$ cat config.mk
export PLATFORM = sky130hd
export DESIGN_NAME = floatbus_seq
export DESIGN_NICKNAME = d
export VERILOG_FILES = /design/src/rtl/floatbus_pkg.sv /design/src/rtl/floatbus_window_fsm.sv /design/src/rtl/floatbus_slot_decode.sv /design/src/rtl/floatbus_out_reg.sv /design/src/rtl/floatbus_seq.sv
export SDC_FILE = /design/constraint.sdc
export NUM_CORES = 1
export LEC_CHECK = 0
export CAP_MARGIN = 30
export CORE_MARGIN = 3
export CORE_UTILIZATION = 47
export CTS_BUF_LIST = sky130_fd_sc_hd__clkbuf_4
export DETAILED_ROUTE_END_ITERATION = 6
export GPL_TIMING_DRIVEN = 0
export PLACE_DENSITY = 0.8
export REMOVE_ABC_BUFFERS = 1
export SYNTH_ARGS = -nofsm -noshare
export SYNTH_HDL_FRONTEND = slang
export SYNTH_HIERARCHICAL = 1
export SYNTH_SLANG_ARGS = --single-unit
$ cat constraint.sdc
create_clock -name clk -period 5.6 [get_ports clk]
set_input_delay 1.12 -clock clk [delete_from_list [all_inputs] [get_ports clk]]
set_output_delay 1.12 -clock clk [all_outputs]
set_load 0.02 [all_outputs]
$ cat src/rtl/floatbus_pkg.sv
package floatbus_pkg;
    typedef enum logic [1:0] {
        ST_WAIT  = 2'd0,
        ST_FETCH = 2'd1,
        ST_TAIL  = 2'd2
    } fb_state_e;

    typedef enum logic [1:0] {
        SK_IDLE   = 2'd0,
        SK_BITMAP = 2'd1,
        SK_ATTR   = 2'd2
    } fb_kind_e;

    localparam logic [7:0] IDLE_BYTE = 8'hFF;
endpackage

$ cat src/rtl/floatbus_window_fsm.sv
module floatbus_window_fsm
    import floatbus_pkg::*;
#(
    parameter int TS_W      = 17,
    parameter int FRAME_LEN = 70908,
    parameter int WIN_START = 14364,
    parameter int LINE_LEN  = 228,
    parameter int ACTIVE    = 128,
    parameter int LINES     = 192,
    parameter int POS_W     = $clog2(LINE_LEN),
    parameter int LINE_W    = $clog2(LINES)
) (
    input  logic              clk,
    input  logic              rst_n,
    input  logic [TS_W-1:0]   tstate,
    output fb_state_e         state_q,
    output logic [POS_W-1:0]  pos_q,
    output logic [LINE_W-1:0] line_q
);
    localparam int START_M1 = (WIN_START == 0) ? FRAME_LEN - 1 : WIN_START - 1;

    fb_state_e         state_n;
    logic [POS_W-1:0]  pos_n;
    logic [LINE_W-1:0] line_n;

    // state register: holds the position of the t-state presented next cycle
    always_ff @(posedge clk or negedge rst_n) begin
        if (!rst_n) begin
            state_q <= ST_WAIT;
            pos_q   <= '0;
            line_q  <= '0;
        end else begin
            state_q <= state_n;
            pos_q   <= pos_n;
            line_q  <= line_n;
        end
    end

    always_comb begin
        state_n = state_q;
        pos_n   = pos_q;
        line_n  = line_q;
        unique case (state_q)
            ST_WAIT: begin
                if (tstate == TS_W'(START_M1)) begin
                    state_n = ST_FETCH;
                    pos_n   = '0;
                    line_n  = '0;
                end
            end
            ST_FETCH: begin
                pos_n = pos_q + 1'b1;
                if (pos_q == POS_W'(ACTIVE - 1))
                    state_n = ST_TAIL;
            end
            ST_TAIL: begin
                if (pos_q == POS_W'(LINE_LEN - 1)) begin
                    pos_n = '0;
                    if (line_q == LINE_W'(LINES - 1)) begin
                        state_n = ST_WAIT;
                    end else begin
                        line_n  = line_q + 1'b1;
                        state_n = ST_FETCH;
                    end
                end else begin
                    pos_n = pos_q + 1'b1;
                end
            end
            default: state_n = ST_WAIT;
        endcase
    end


    tail_range_chk: assert property (@(posedge clk) disable iff (!rst_n)
        state_q == ST_TAIL |-> pos_q >= POS_W'(ACTIVE));


    line_bound_chk: assert property (@(posedge clk) disable iff (!rst_n)
        state_q != ST_WAIT |-> line_q <= LINE_W'(LINES - 1));


    leave_chk: assert property (@(posedge clk) disable iff (!rst_n)
        (state_q == ST_TAIL && pos_q == POS_W'(LINE_LEN - 1) && line_q == LINE_W'(LINES - 1))
        |=> state_q == ST_WAIT);
endmodule

$ cat src/rtl/floatbus_slot_decode.sv
module floatbus_slot_decode
    import floatbus_pkg::*;
#(
    parameter int ACT_W  = 7,
    parameter int LINE_W = 8,
    parameter int COL_W  = ACT_W - 2,
    parameter int PIX_W  = LINE_W + COL_W,
    parameter int ATR_W  = LINE_W - 3 + COL_W
) (
    input  fb_state_e         state,
    input  logic [ACT_W-1:0]  pos,
    input  logic [LINE_W-1:0] line,
    input  logic [7:0]        pix_data,
    input  logic [7:0]        attr_data,
    output logic [PIX_W-1:0]  pix_addr,
    output logic [ATR_W-1:0]  attr_addr,
    output fb_kind_e          kind,
    output logic [7:0]        value
);
    logic [COL_W-1:0] col;

    // two columns per 8-slot group: slots 0/1 the even one, slots 2/3 the odd one
    assign col = {pos[ACT_W-1:3], pos[1]};

    // bitmap rows interleave: third, pixel row in cell, cell row
    assign pix_addr  = {line[LINE_W-1:LINE_W-2], line[2:0], line[LINE_W-3:3], col};
    assign attr_addr = {line[LINE_W-1:3], col};

    always_comb begin
        kind = SK_IDLE;
        if (state == ST_FETCH) begin
            unique case (pos[2:0])
                3'd0, 3'd2: kind = SK_BITMAP;
                3'd1, 3'd3: kind = SK_ATTR;
                default:    kind = SK_IDLE;
            endcase
        end
    end

    always_comb begin
        unique case (kind)
            SK_BITMAP: value = pix_data;
            SK_ATTR:   value = attr_data;
            default:   value = IDLE_BYTE;
        endcase
    end


    even_col_chk: assert final (!(state == ST_FETCH && pos[2:0] == 3'd0) || pix_addr[0] == 1'b0);

    odd_col_chk: assert final (!(state == ST_FETCH && pos[2:1] == 2'd1) || attr_addr[0] == 1'b1);
endmodule

$ cat src/rtl/floatbus_out_reg.sv
module floatbus_out_reg
    import floatbus_pkg::*;
(
    input  logic       clk,
    input  logic       rst_n,
    input  logic       rd_strobe,
    input  logic [7:0] value,
    output logic [7:0] bus_q
);
    always_ff @(posedge clk or negedge rst_n) begin
        if (!rst_n)
            bus_q <= IDLE_BYTE;
        else if (rd_strobe)
            bus_q <= value;
    end


    hold_chk: assert property (@(posedge clk) disable iff (!rst_n)
        !rd_strobe |=> $stable(bus_q));


    capture_chk: assert property (@(posedge clk) disable iff (!rst_n)
        rd_strobe |=> bus_q == $past(value));
endmodule

$ cat src/rtl/floatbus_seq.sv
module floatbus_seq
    import floatbus_pkg::*;
#(
    parameter int TS_W        = 17,
    parameter int FRAME_LEN   = 70908,
    parameter int CONT_START  = 14361,
    parameter int WIN_OFFSET  = 3,
    parameter int LINE_LEN    = 228,
    parameter int ACTIVE      = 128,
    parameter int LINES       = 192,
    parameter int PIX_AW      = 13,
    parameter int ATR_AW      = 10
) (
    input  logic              clk,
    input  logic              rst_n,
    input  logic [TS_W-1:0]   tstate,
    input  logic              rd_strobe,
    input  logic [7:0]        pix_data,
    input  logic [7:0]        attr_data,
    output logic [PIX_AW-1:0] pix_addr,
    output logic [ATR_AW-1:0] attr_addr,
    output logic [7:0]        bus_value
);
    localparam int WIN_START = CONT_START + WIN_OFFSET;
    localparam int POS_W     = $clog2(LINE_LEN);
    localparam int LINE_W    = $clog2(LINES);
    localparam int ACT_W     = $clog2(ACTIVE);

    fb_state_e         state_q;
    logic [POS_W-1:0]  pos_q;
    logic [LINE_W-1:0] line_q;
    fb_kind_e          kind;
    logic [7:0]        slot_value;

    floatbus_window_fsm #(
        .TS_W(TS_W), .FRAME_LEN(FRAME_LEN), .WIN_START(WIN_START),
        .LINE_LEN(LINE_LEN), .ACTIVE(ACTIVE), .LINES(LINES),
        .POS_W(POS_W), .LINE_W(LINE_W)
    ) u_fsm (
        .clk(clk), .rst_n(rst_n), .tstate(tstate),
        .state_q(state_q), .pos_q(pos_q), .line_q(line_q)
    );

    floatbus_slot_decode #(
        .ACT_W(ACT_W), .LINE_W(LINE_W),
        .COL_W(ACT_W - 2), .PIX_W(PIX_AW), .ATR_W(ATR_AW)
    ) u_dec (
        .state(state_q), .pos(pos_q[ACT_W-1:0]), .line(line_q),
        .pix_data(pix_data), .attr_data(attr_data),
        .pix_addr(pix_addr), .attr_addr(attr_addr),
        .kind(kind), .value(slot_value)
    );

    floatbus_out_reg u_out (
        .clk(clk), .rst_n(rst_n), .rd_strobe(rd_strobe),
        .value(slot_value), .bus_q(bus_value)
    );


    outside_idle_chk: assert property (@(posedge clk) disable iff (!rst_n)
        (rd_strobe && state_q == ST_WAIT) |=> bus_value == IDLE_BYTE);


    late_slot_chk: assert property (@(posedge clk) disable iff (!rst_n)
        (rd_strobe && state_q == ST_FETCH && pos_q[2]) |=> bus_value == IDLE_BYTE);


    tail_idle_chk: assert property (@(posedge clk) disable iff (!rst_n)
        (rd_strobe && state_q == ST_TAIL) |=> bus_value == IDLE_BYTE);


    reset_idle_chk: assert property (@(posedge clk)
        !rst_n |=> bus_value == IDLE_BYTE);


    fetch_kind_chk: assert property (@(posedge clk) disable iff (!rst_n)
        (state_q == ST_FETCH && pos_q[2:0] == 3'd0) |-> kind == SK_BITMAP);
endmodule

* After elaboration in Yosys (flattened, before gate mapping)
Cells that the tools add are included.
** Storage, ports and cells
- Flip-flop bits (word level) :: 26
- Logic and storage cells :: 44
** Cells by class
- $add $sub $neg :: 2
- Equal/unequal tests :: 15
- Mux-type cells :: 14
- Reductions and logical operators :: 9
** Operators by type and width (count)
- 8-bit 2-to-1 mux :: 4
- 8-bit case mux with 2 select lines :: 2
- 8-bit case mux with 3 select lines :: 1
- 17-bit by 14-bit == test with 1-bit output, second input constant :: 1
- 8-bit by 1-bit adder with 8-bit output, second input constant :: 2
- 8-bit == test, second input constant :: 2
- 8-bit by 7-bit == test with 1-bit output, second input constant :: 1
- 2-bit 2-to-1 mux :: 4
- 3-bit by 2-bit == test with 1-bit output, second input constant :: 2
- 2-bit case mux with 3 select lines :: 1
- 2-bit by 1-bit == test with 1-bit output, second input constant :: 2
- 2-bit == test, second input constant :: 2
- 2-bit by 1-bit != test with 1-bit output, second input constant :: 2
- 2-bit != test, second input constant :: 2
- 2-bit case mux with 2 select lines :: 1
- 4-bit AND reduction :: 1
- 2-bit OR reduction :: 2
- 3-bit by 1-bit == test with 1-bit output, second input constant :: 1
- 3-bit logical NOT :: 1
- 3-bit AND reduction :: 1
- 3-bit nonzero test :: 1
- 2-bit logical NOT :: 1
- 2-bit AND reduction :: 1
- 2-bit nonzero test :: 1
- 1-bit 2-to-1 mux :: 1

* Depth between registers and ports, before layout
Gate-level depths: netlist of the first run.
- Word-level depth :: 6
- Depth in mapped cells :: 8

* By module
Netlist of the first run, hierarchy kept.
** By module, submodules not included
- floatbus_window_fsm :: instances 1, cells an instance 126, area an instance 1241.2 um^2, seq. area each 450.4 um^2
- floatbus_out_reg :: instances 1, cells an instance 17, area an instance 341.6 um^2, seq. area each 210.2 um^2
- floatbus_slot_decode :: instances 1, cells an instance 40, area an instance 331.6 um^2, seq. area each 0.0 um^2

* Least setup slack after synthesis of the first run
No wires, ideal clock.
- Path kind :: input -> register
- Start :: in tstate[7]
- End :: reg u_fsm.line_q[0]
- Setup time :: 0.124 ns
- Data arrival time :: 2.568 ns
- Path slack :: 2.908 ns
- Cell stages on the path :: 5
- Buffers on the path :: 0
- Cells stage by stage :: or4b_4 o41ai_4 o211ai_4 a21o_1 a211o_1
** On the way
- Cells in the longest elaborated chain, start to end :: 3
** Ends and longest elaborated chain
- start, declared :: line floatbus_seq.sv:16 : input logic [TS_W-1:0] tstate,
- 17-bit by 14-bit == test with 1-bit output :: line floatbus_window_fsm.sv:45 : if (tstate == TS_W'(START_M1)) begin
- 2-bit by 1-bit != test with 1-bit output (no line)
- 4-bit AND reduction (no line)
- end signal, assigned :: line floatbus_window_fsm.sv:35 : line_q <= line_n;
- end, declared :: line floatbus_window_fsm.sv:18 : output logic [LINE_W-1:0] line_q
Every way passes these cells.
A chain may end at the register's enable or synchronous reset.

* Final worst setup path of the first run
- Start :: reg u_fsm.state_q[0]
- End :: reg u_fsm.pos_q[7]
** On the way
- Cells in the longest elaborated chain, start to end :: 3
** Ends and longest elaborated chain
- start, declared :: line floatbus_window_fsm.sv:16 : output fb_state_e state_q,
- start signal, assigned :: line floatbus_window_fsm.sv:33 : state_q <= state_n;
- 2-bit == test, or another cell as far along :: line floatbus_window_fsm.sv:43 : unique case (state_q)
- 3-bit nonzero test (no line) or 2-bit by 1-bit != test with 1-bit output (tied branches)
- 2-bit AND reduction (no line)
- end signal, assigned :: line floatbus_window_fsm.sv:34 : pos_q <= pos_n;
- end, declared :: line floatbus_window_fsm.sv:17 : output logic [POS_W-1:0] pos_q,
Parallel ways exist; a longest one is shown, timed or not.

==> impl_results.md, run 1 <==
* Diode count at 0
* R2r setup slk at 2540 ps
* VDD IR max at 0.120 mV
* Initial antenna violation count at 0
* DRT Pass-1 Iters at 5
* Clock share of power at 0.362
* Rel. slew slack at 0.573
* Worst-path maximum fanout at 13
* Routed Antenna Nets at 0
* Cts hold-fix bufs at 0
* Compound-Gate Fraction of Synth Area at 0.217
* H-tree lvl count at 1
* Reg2Reg Launch Point: u_fsm/state_q[0]
* Hold Path Origin: u_fsm/pos_q[7]
* Post-synth EDFFs at 0
* Mux cell area share after synthesis at 0.0686
* Worst slew pin tran at 638 ps
* Clk_lat worst skew at 320 ps
* Post-Place Cell Area at 0.00244 mm2
* Die footprint at 0.00487 mm2
* Switching Fraction at 0.190
* Final setup viols at 0
* CTS tree: yes
* Gr usage total at 0.179
* Seq cells post-synth at 26
* Final instance area at 0.00249 mm2
* Drt total wl at 4.29 mm
* WS Path Type: reg2reg
* Row count at 22
* Crit-path cells: inv_1 > ha_1 > clkinv_1 > a31o_2 > a21boi_1 > nor2b_2 > a32o_1
* Most frequent cells in the layout: 66 x clkdlybuf4s50_1, 18 x dfrtp_1, 10 x nand2_1
* RSZ-0062 raised after global routing: no
* Number of remaining DRC errors at 0
* Mapped Avg Cell Area at 10.5 um2
* Hold Path Class: reg2reg
* Startpoint Class: flip-flop
* Final worst slack at 2540 ps
* CTS clk-pin slew, worst paths at 140 ps
* Filler instances at 312
* R2r endpoint: u_fsm/pos_q[7]
* Synthesized-area fraction occupied by adder cells at 0.0523
* Power Density at 142 mW/mm2
* Share of cells above drive strength 1 at 0.147
* Seq/Total Area, Yosys at 0.345
* Post-synthesis simple-gate area fraction at 0.188
* Mapped Cells at 183
* Synth Area in XOR/XNOR at 0
* Fmax at 0.327 GHz
* Status: finished clean
* Vias in the first global route at 1447
* Arrival @ worst endpoint at 3330 ps
* Die W at 69.8 um
* Synth warn at 6
* Largest net degree at the start of global routing at 16
* Per-cell routed wire length at 15.7 um
* 1st-iter DRT viols at 80
* Tcrit/Tclk final at 0.546
* Clock Path Buffers at 2
* Dpl hpwl at 3.21 mm
* Buffers & Inverters on Critical Path at 2
* Post-synthesis async set-or-reset flop share at 1.00
* Vias at 1556
* Die H at 69.8 um
* Nets at 270
* CORE AREA at 0.00380 mm2
* Final slew viol count at 0
* Routability cong. at 0.796
* Reg power frac at 0.535
* P_int at 0.286 mW
* Syn Std Cell Area at 0.00191 mm2
* Number of port buffers at 66
* CTS sink count at 26
* Grt total ovfl at 0
* Initial core utilization at 0.504
* CTS Root Cell: clkbuf_4
* Final worst path period need at 3060 ps
* Skew final at 6.78 ps
* Switching power at 0.0671 mW
* Leak at 1.07 nW
* Logic pwr share at 0.103
* Largest stage delay on the critical path at 530 ps
* Levels on crit path at 7
* Fin util at 0.656
* Hold path endpoint: u_fsm/pos_q[7]
* Main combinational cell family by area after synthesis: compound AO/OA/AOI/OAI gates
* Hold path depth at 1
* Yosys cell types at 51
* Top-level I/O count at 67
* Synthesis-to-layout area growth at 30.2%
* Final hold vios at 0
* Via density at 5.70
* Worst path required time at 5870 ps
* Post-CTS Setup Repair Bufs at 0
* Top delay family on crit path: compound AO/OA/AOI/OAI gates
* First-pass GRT wire length at 7.25 mm
* Post_cts resized at 0
* Number of buffers created by CTS at 3
* R2r worst-path depth at 7
* Commonest non-fill, non-tap cell in the layout: clkdlybuf4s50_1
* Worst-path cell with the longest stage delay: a21boi_1
* Critical path capture point type: flip-flop
* Top_reg_cell synth: dfrtp_1
* DP Worst Slack at 2240 ps
* Post-route setup TNS at 0 ps
* Max Cap Viol at 0
[how the worst max path moves through the flow]
stage	start	to	slack, ps
after floorplan	tstate[7]	u_fsm/line_q[0]	2830
after global placement	tstate[7]	u_fsm/line_q[1]	2270
after detailed placement	tstate[7]	u_fsm/line_q[0]	2240
after CTS	u_fsm/state_q[0]	u_fsm/pos_q[7]	2580
after global routing	u_fsm/state_q[0]	u_fsm/pos_q[7]	2360
final	u_fsm/state_q[0]	u_fsm/pos_q[7]	2540
[final cells by class]
type | count | area [um2] | area share
Multi-Input combinational cell | 118 | 1010 | 0.404
Inverter | 10 | 37.5 | 0.0151
Clock inverter | 1 | 30.0 | 0.0120
Clock buffer | 3 | 22.5 | 0.00904
Tap cell | 48 | 60.1 | 0.0241
Sequential cell | 26 | 661 | 0.265
Timing Repair Buffer | 67 | 676 | 0.271
[per-layer routing]
metal,vias up,GRT usage,part of all wire
met5,-,0,0
met1,728,0.278,0.50
met4,0,0.0362,0.0068
li1,758,-,-
met3,4,0.0435,0.079
met2,66,0.250,0.42
[kinds of logic after synthesis]
kind of cell             count (synthesis)
AO/OA/AOI/OAI                           46
adder cells (fa/ha/maj)                  8
buffers and inverters                   39
flip-flops                              26
multiplexers                             9
AND/OR/NAND/NOR                         55
[sequential cells by signal, summed over array words and instances (netlist names)]
register,cells
u_fsm/state_q,2
u_fsm/line_q,8
u_fsm/pos_q,8
u_out/bus_q,8
[worst reg2reg max path: stages (launching register included)]
cell and delay [ps]:
dfrtp_1 490, inv_1 110, ha_1 450, clkinv_1 420, a31o_2 370, a21boi_1 530, nor2b_2 430, a32o_1 210
[power by group through the flow]
| stage | clock network [mW] | logic [mW] | registers, mW |
|---|---|---|---|
| finish | 0.128 | 0.0365 | 0.189 |
| floorplan | 0 | 0.00366 | 0.192 |
| detailed placement | 0 | 0.0369 | 0.192 |
| global route | 0.147 | 0.0393 | 0.189 |
| global placement | 0 | 0.0353 | 0.192 |
| CTS | 0.134 | 0.0371 | 0.189 |
[Yosys cell counts (3+ instances only)]
library cell,n,share of area
buf_4,23,0.090
dfrtp_1,18,0.24
nand2_1,10,0.020
inv_1,9,0.018
a221o_1,8,0.042
dfstp_2,8,0.11
ha_1,8,0.052
mux2_4,8,0.063
nand3_1,8,0.021
nor2_1,8,0.016
a21o_1,7,0.027
a211o_1,6,0.027
a21oi_1,5,0.013
and3_1,5,0.016
a22o_1,4,0.018
clkbuf_1,4,0.0078
nor4_1,3,0.0098
nor4b_1,3,0.014
[per-stage QoR]
stage / instances / hold slack, ps / total power [mW]
global route: 273 / 611 / 0.375
CTS: 273 / 585 / 0.360
finish: 273 / 583 / 0.353
floorplan: 154 / 528 / 0.196
detailed placement: 269 / 552 / 0.229
global placement: 268 / 544 / 0.227
Note: power is estimated with default switching activity, not from simulation.
==> run 2, diff against run 1 <==
- CORE_UTILIZATION: 47 -> 42
- PLACE_DENSITY: 0.8 -> 0.75
- clock period: 5.6 -> 2.6 ns (I/O delays scaled with it)
==> run 2 against run 1 <==
Against the previous run:
- register-to-register slack worse by 2300 ps
- worst setup slack worse by 2300 ps
- first-iteration DRC count up 13%
- worst hold slack worse by 13 ps
- critical path type unchanged
- highest routed layer unchanged
==> impl_results.md, run 2 (synthesis results as in run 1) <==
* CTS clk-pin slew, worst paths at 150 ps (about the same)
* H-tree lvl count at 1 (unchanged)
* Fmax at 0.415 GHz (+27%)
* VDD IR max at 0.168 mV (+40%)
* Number of buffers created by CTS at 3 (unchanged)
* Fin util at 0.590 (-0.0659)
* Final slew viol count at 0 (unchanged)
* Worst slew pin tran at 644 ps (+5.62 ps)
* Max Cap Viol at 0 (unchanged)
* Grt total ovfl at 0 (unchanged)
* Die W at 73.5 um (+5.3%)
* Placed insts at 271 (+0.74%)
* Commonest non-fill, non-tap cell in the layout: clkdlybuf4s50_1
* Row count at 23 (+4.5%)
* Crit-path cells: inv_1 > ha_2 > clkinv_2 > a31o_2 > a21boi_2 > nor2b_2 > a32o_1
* Largest net degree at the start of global routing at 16 (unchanged)
* Share of cells above drive strength 1 at 0.160 (+0.0133)
* Largest regs: u_fsm/line_q: 8 flops, u_fsm/pos_q: 8 flops, u_out/bus_q: 8 flops
* Number of remaining DRC errors at 0 (unchanged)
* Initial antenna violation count at 0 (unchanged)
* CORE AREA at 0.00420 mm2 (+11%)
* Routability cong. at 0.791 (-0.68%)
* Startpoint Class: flip-flop
* Clock Path Buffers at 2 (unchanged)
* Gr usage total at 0.154 (-0.0252)
* Non-filler cells, final at 275 (+0.73%)
* Final setup viols at 0 (unchanged)
* Filler instances at 392 (+26%)
* Worst-path cell with the longest stage delay: dfrtp_1
* Most frequent cells in the layout: 66 x clkdlybuf4s50_1, 18 x dfrtp_1, 10 x nand2_1
* Via density at 5.67 (-0.60%)
* Per-cell routed wire length at 15.0 um (-4.3%)
* Vias in the first global route at 1415 (-2.2%)
* 1st-iter DRT viols at 90 (+13%)
* Largest stage delay on the critical path at 490 ps (-40 ps)
* WS Path Type: reg2reg
* CTS Root Cell: clkbuf_4
* Final hold vios at 0 (unchanged)
* DRT Pass-1 Iters at 5 (unchanged)
* Skew final at 14.4 ps (+7.67 ps)
* Power Density at 272 mW/mm2 (+92%)
* Leak at 1.06 nW (-0.96%)
* Final worst path period need at 2410 ps (-651 ps)
* Vias at 1558 (+0.13%)
* Hold Slack at 571 ps (-12.7 ps)
* Diode count at 0 (unchanged)
* Nets at 270 (unchanged)
* Arrival @ worst endpoint at 2690 ps (-640 ps)
* Top-level I/O count at 67 (unchanged)
* RSZ-0062 raised after global routing: no
* Clk_lat worst skew at 320 ps (about the same)
* CTS tree: yes
* Hold Path Class: in2async
* Critical path capture point type: flip-flop
* First-pass GRT wire length at 6.71 mm (-7.3%)
* CTS sink count at 26 (unchanged)
* Die footprint at 0.00540 mm2 (+11%)
* Die H at 73.5 um (+5.3%)
* Post-CTS Setup Repair Bufs at 0 (unchanged)
* Rel. slew slack at 0.569 (-0.00376)
* Drt total wl at 4.13 mm (-3.6%)
* Routed Antenna Nets at 0 (unchanged)
* Dpl hpwl at 3.10 mm (-3.6%)
* Worst path required time at 2880 ps (-2990 ps)
* Status: finished clean
* Synthesis-to-layout area growth at 29.5%
* Worst-path maximum fanout at 13 (unchanged)
* Number of port buffers at 66 (unchanged)
* Initial core utilization at 0.456 (-0.0483)
* Tcrit/Tclk final at 0.927 (+0.380)
## run 2: cell count changes in the layout (fill, tap and decap cells not counted)
cell       previous run  this run
ha_1                  8         7
a21boi_1              1         0
a21boi_2              0         1
clkinv_1              1         0
ha_2                  0         1
bufinv_16             1         0
clkinv_2              0         1
clkbuf_4              3         4
## run 2: through the flow
stage                     setup slack [ps]  total power, mW  TNS (ps)  area [um2]
after floorplan                        333            0.422         0        1700
after global placement                -285            0.489     -2290        2430
after detailed placement              -313            0.492     -2680        2440
after CTS                             9.35            0.687         0        2480
after global routing                 0.387            0.708         0        2480
final                                  191            0.674         0        2480
## run 2: cell type report
| class | count | area, um2 | area share |
|---|---|---|---|
| Multi-Input combinational cell | 118 | 1010 | 0.408 |
| Timing Repair Buffer | 67 | 676 | 0.272 |
| Sequential cell | 26 | 661 | 0.266 |
| Tap cell | 50 | 62.6 | 0.0252 |
| Inverter | 10 | 38.8 | 0.0156 |
| Clock buffer | 4 | 30.0 | 0.0121 |
## run 2: power by group
group | total [mW] | switching, mW | internal, mW
Combinational | 0.0778 | 0.0243 | 0.0535
Clock | 0.190 | 0.119 | 0.0705
Sequential | 0.406 | 0.000604 | 0.406
Total | 0.674 | 0.144 | 0.530
## run 2: what timing repair did
item / CTS / global route
endpoints found under the setup margin: 8 / 7
resized for setup: 2 / 1
hold buffers: 0 / 0
## run 2: final timing paths
kind / cells past startpoint / slack (ps) / end / startpoint
max reg2reg: 7 / 190 / u_fsm/pos_q[7] / u_fsm/state_q[0]
max in group asynchronous: 2 / 1500 / u_fsm/line_q[7] / rst_n
max: 7 / 190 / u_fsm/pos_q[7] / u_fsm/state_q[0]
min reg2reg: 1 / 580 / u_fsm/line_q[1] / u_fsm/line_q[1]
min in group clk: 1 / 580 / u_fsm/line_q[1] / u_fsm/line_q[1]
min: 1 / 570 / u_fsm/pos_q[2] / rst_n
## run 2: routing by layer
layer	global-route usage	routed length (um)
met4	0.0181	15
met3	0.0369	250
met1	0.212	1880
met5	0	0
met2	0.252	1980
## run 2: worst max-delay path, delay by kind of cell, from the launching register on
family	cells	cell delay (ps)
compound gates	3	850
fa+ha+maj	1	320
buf+inv	2	310
flops	1	490
simple gates	1	390
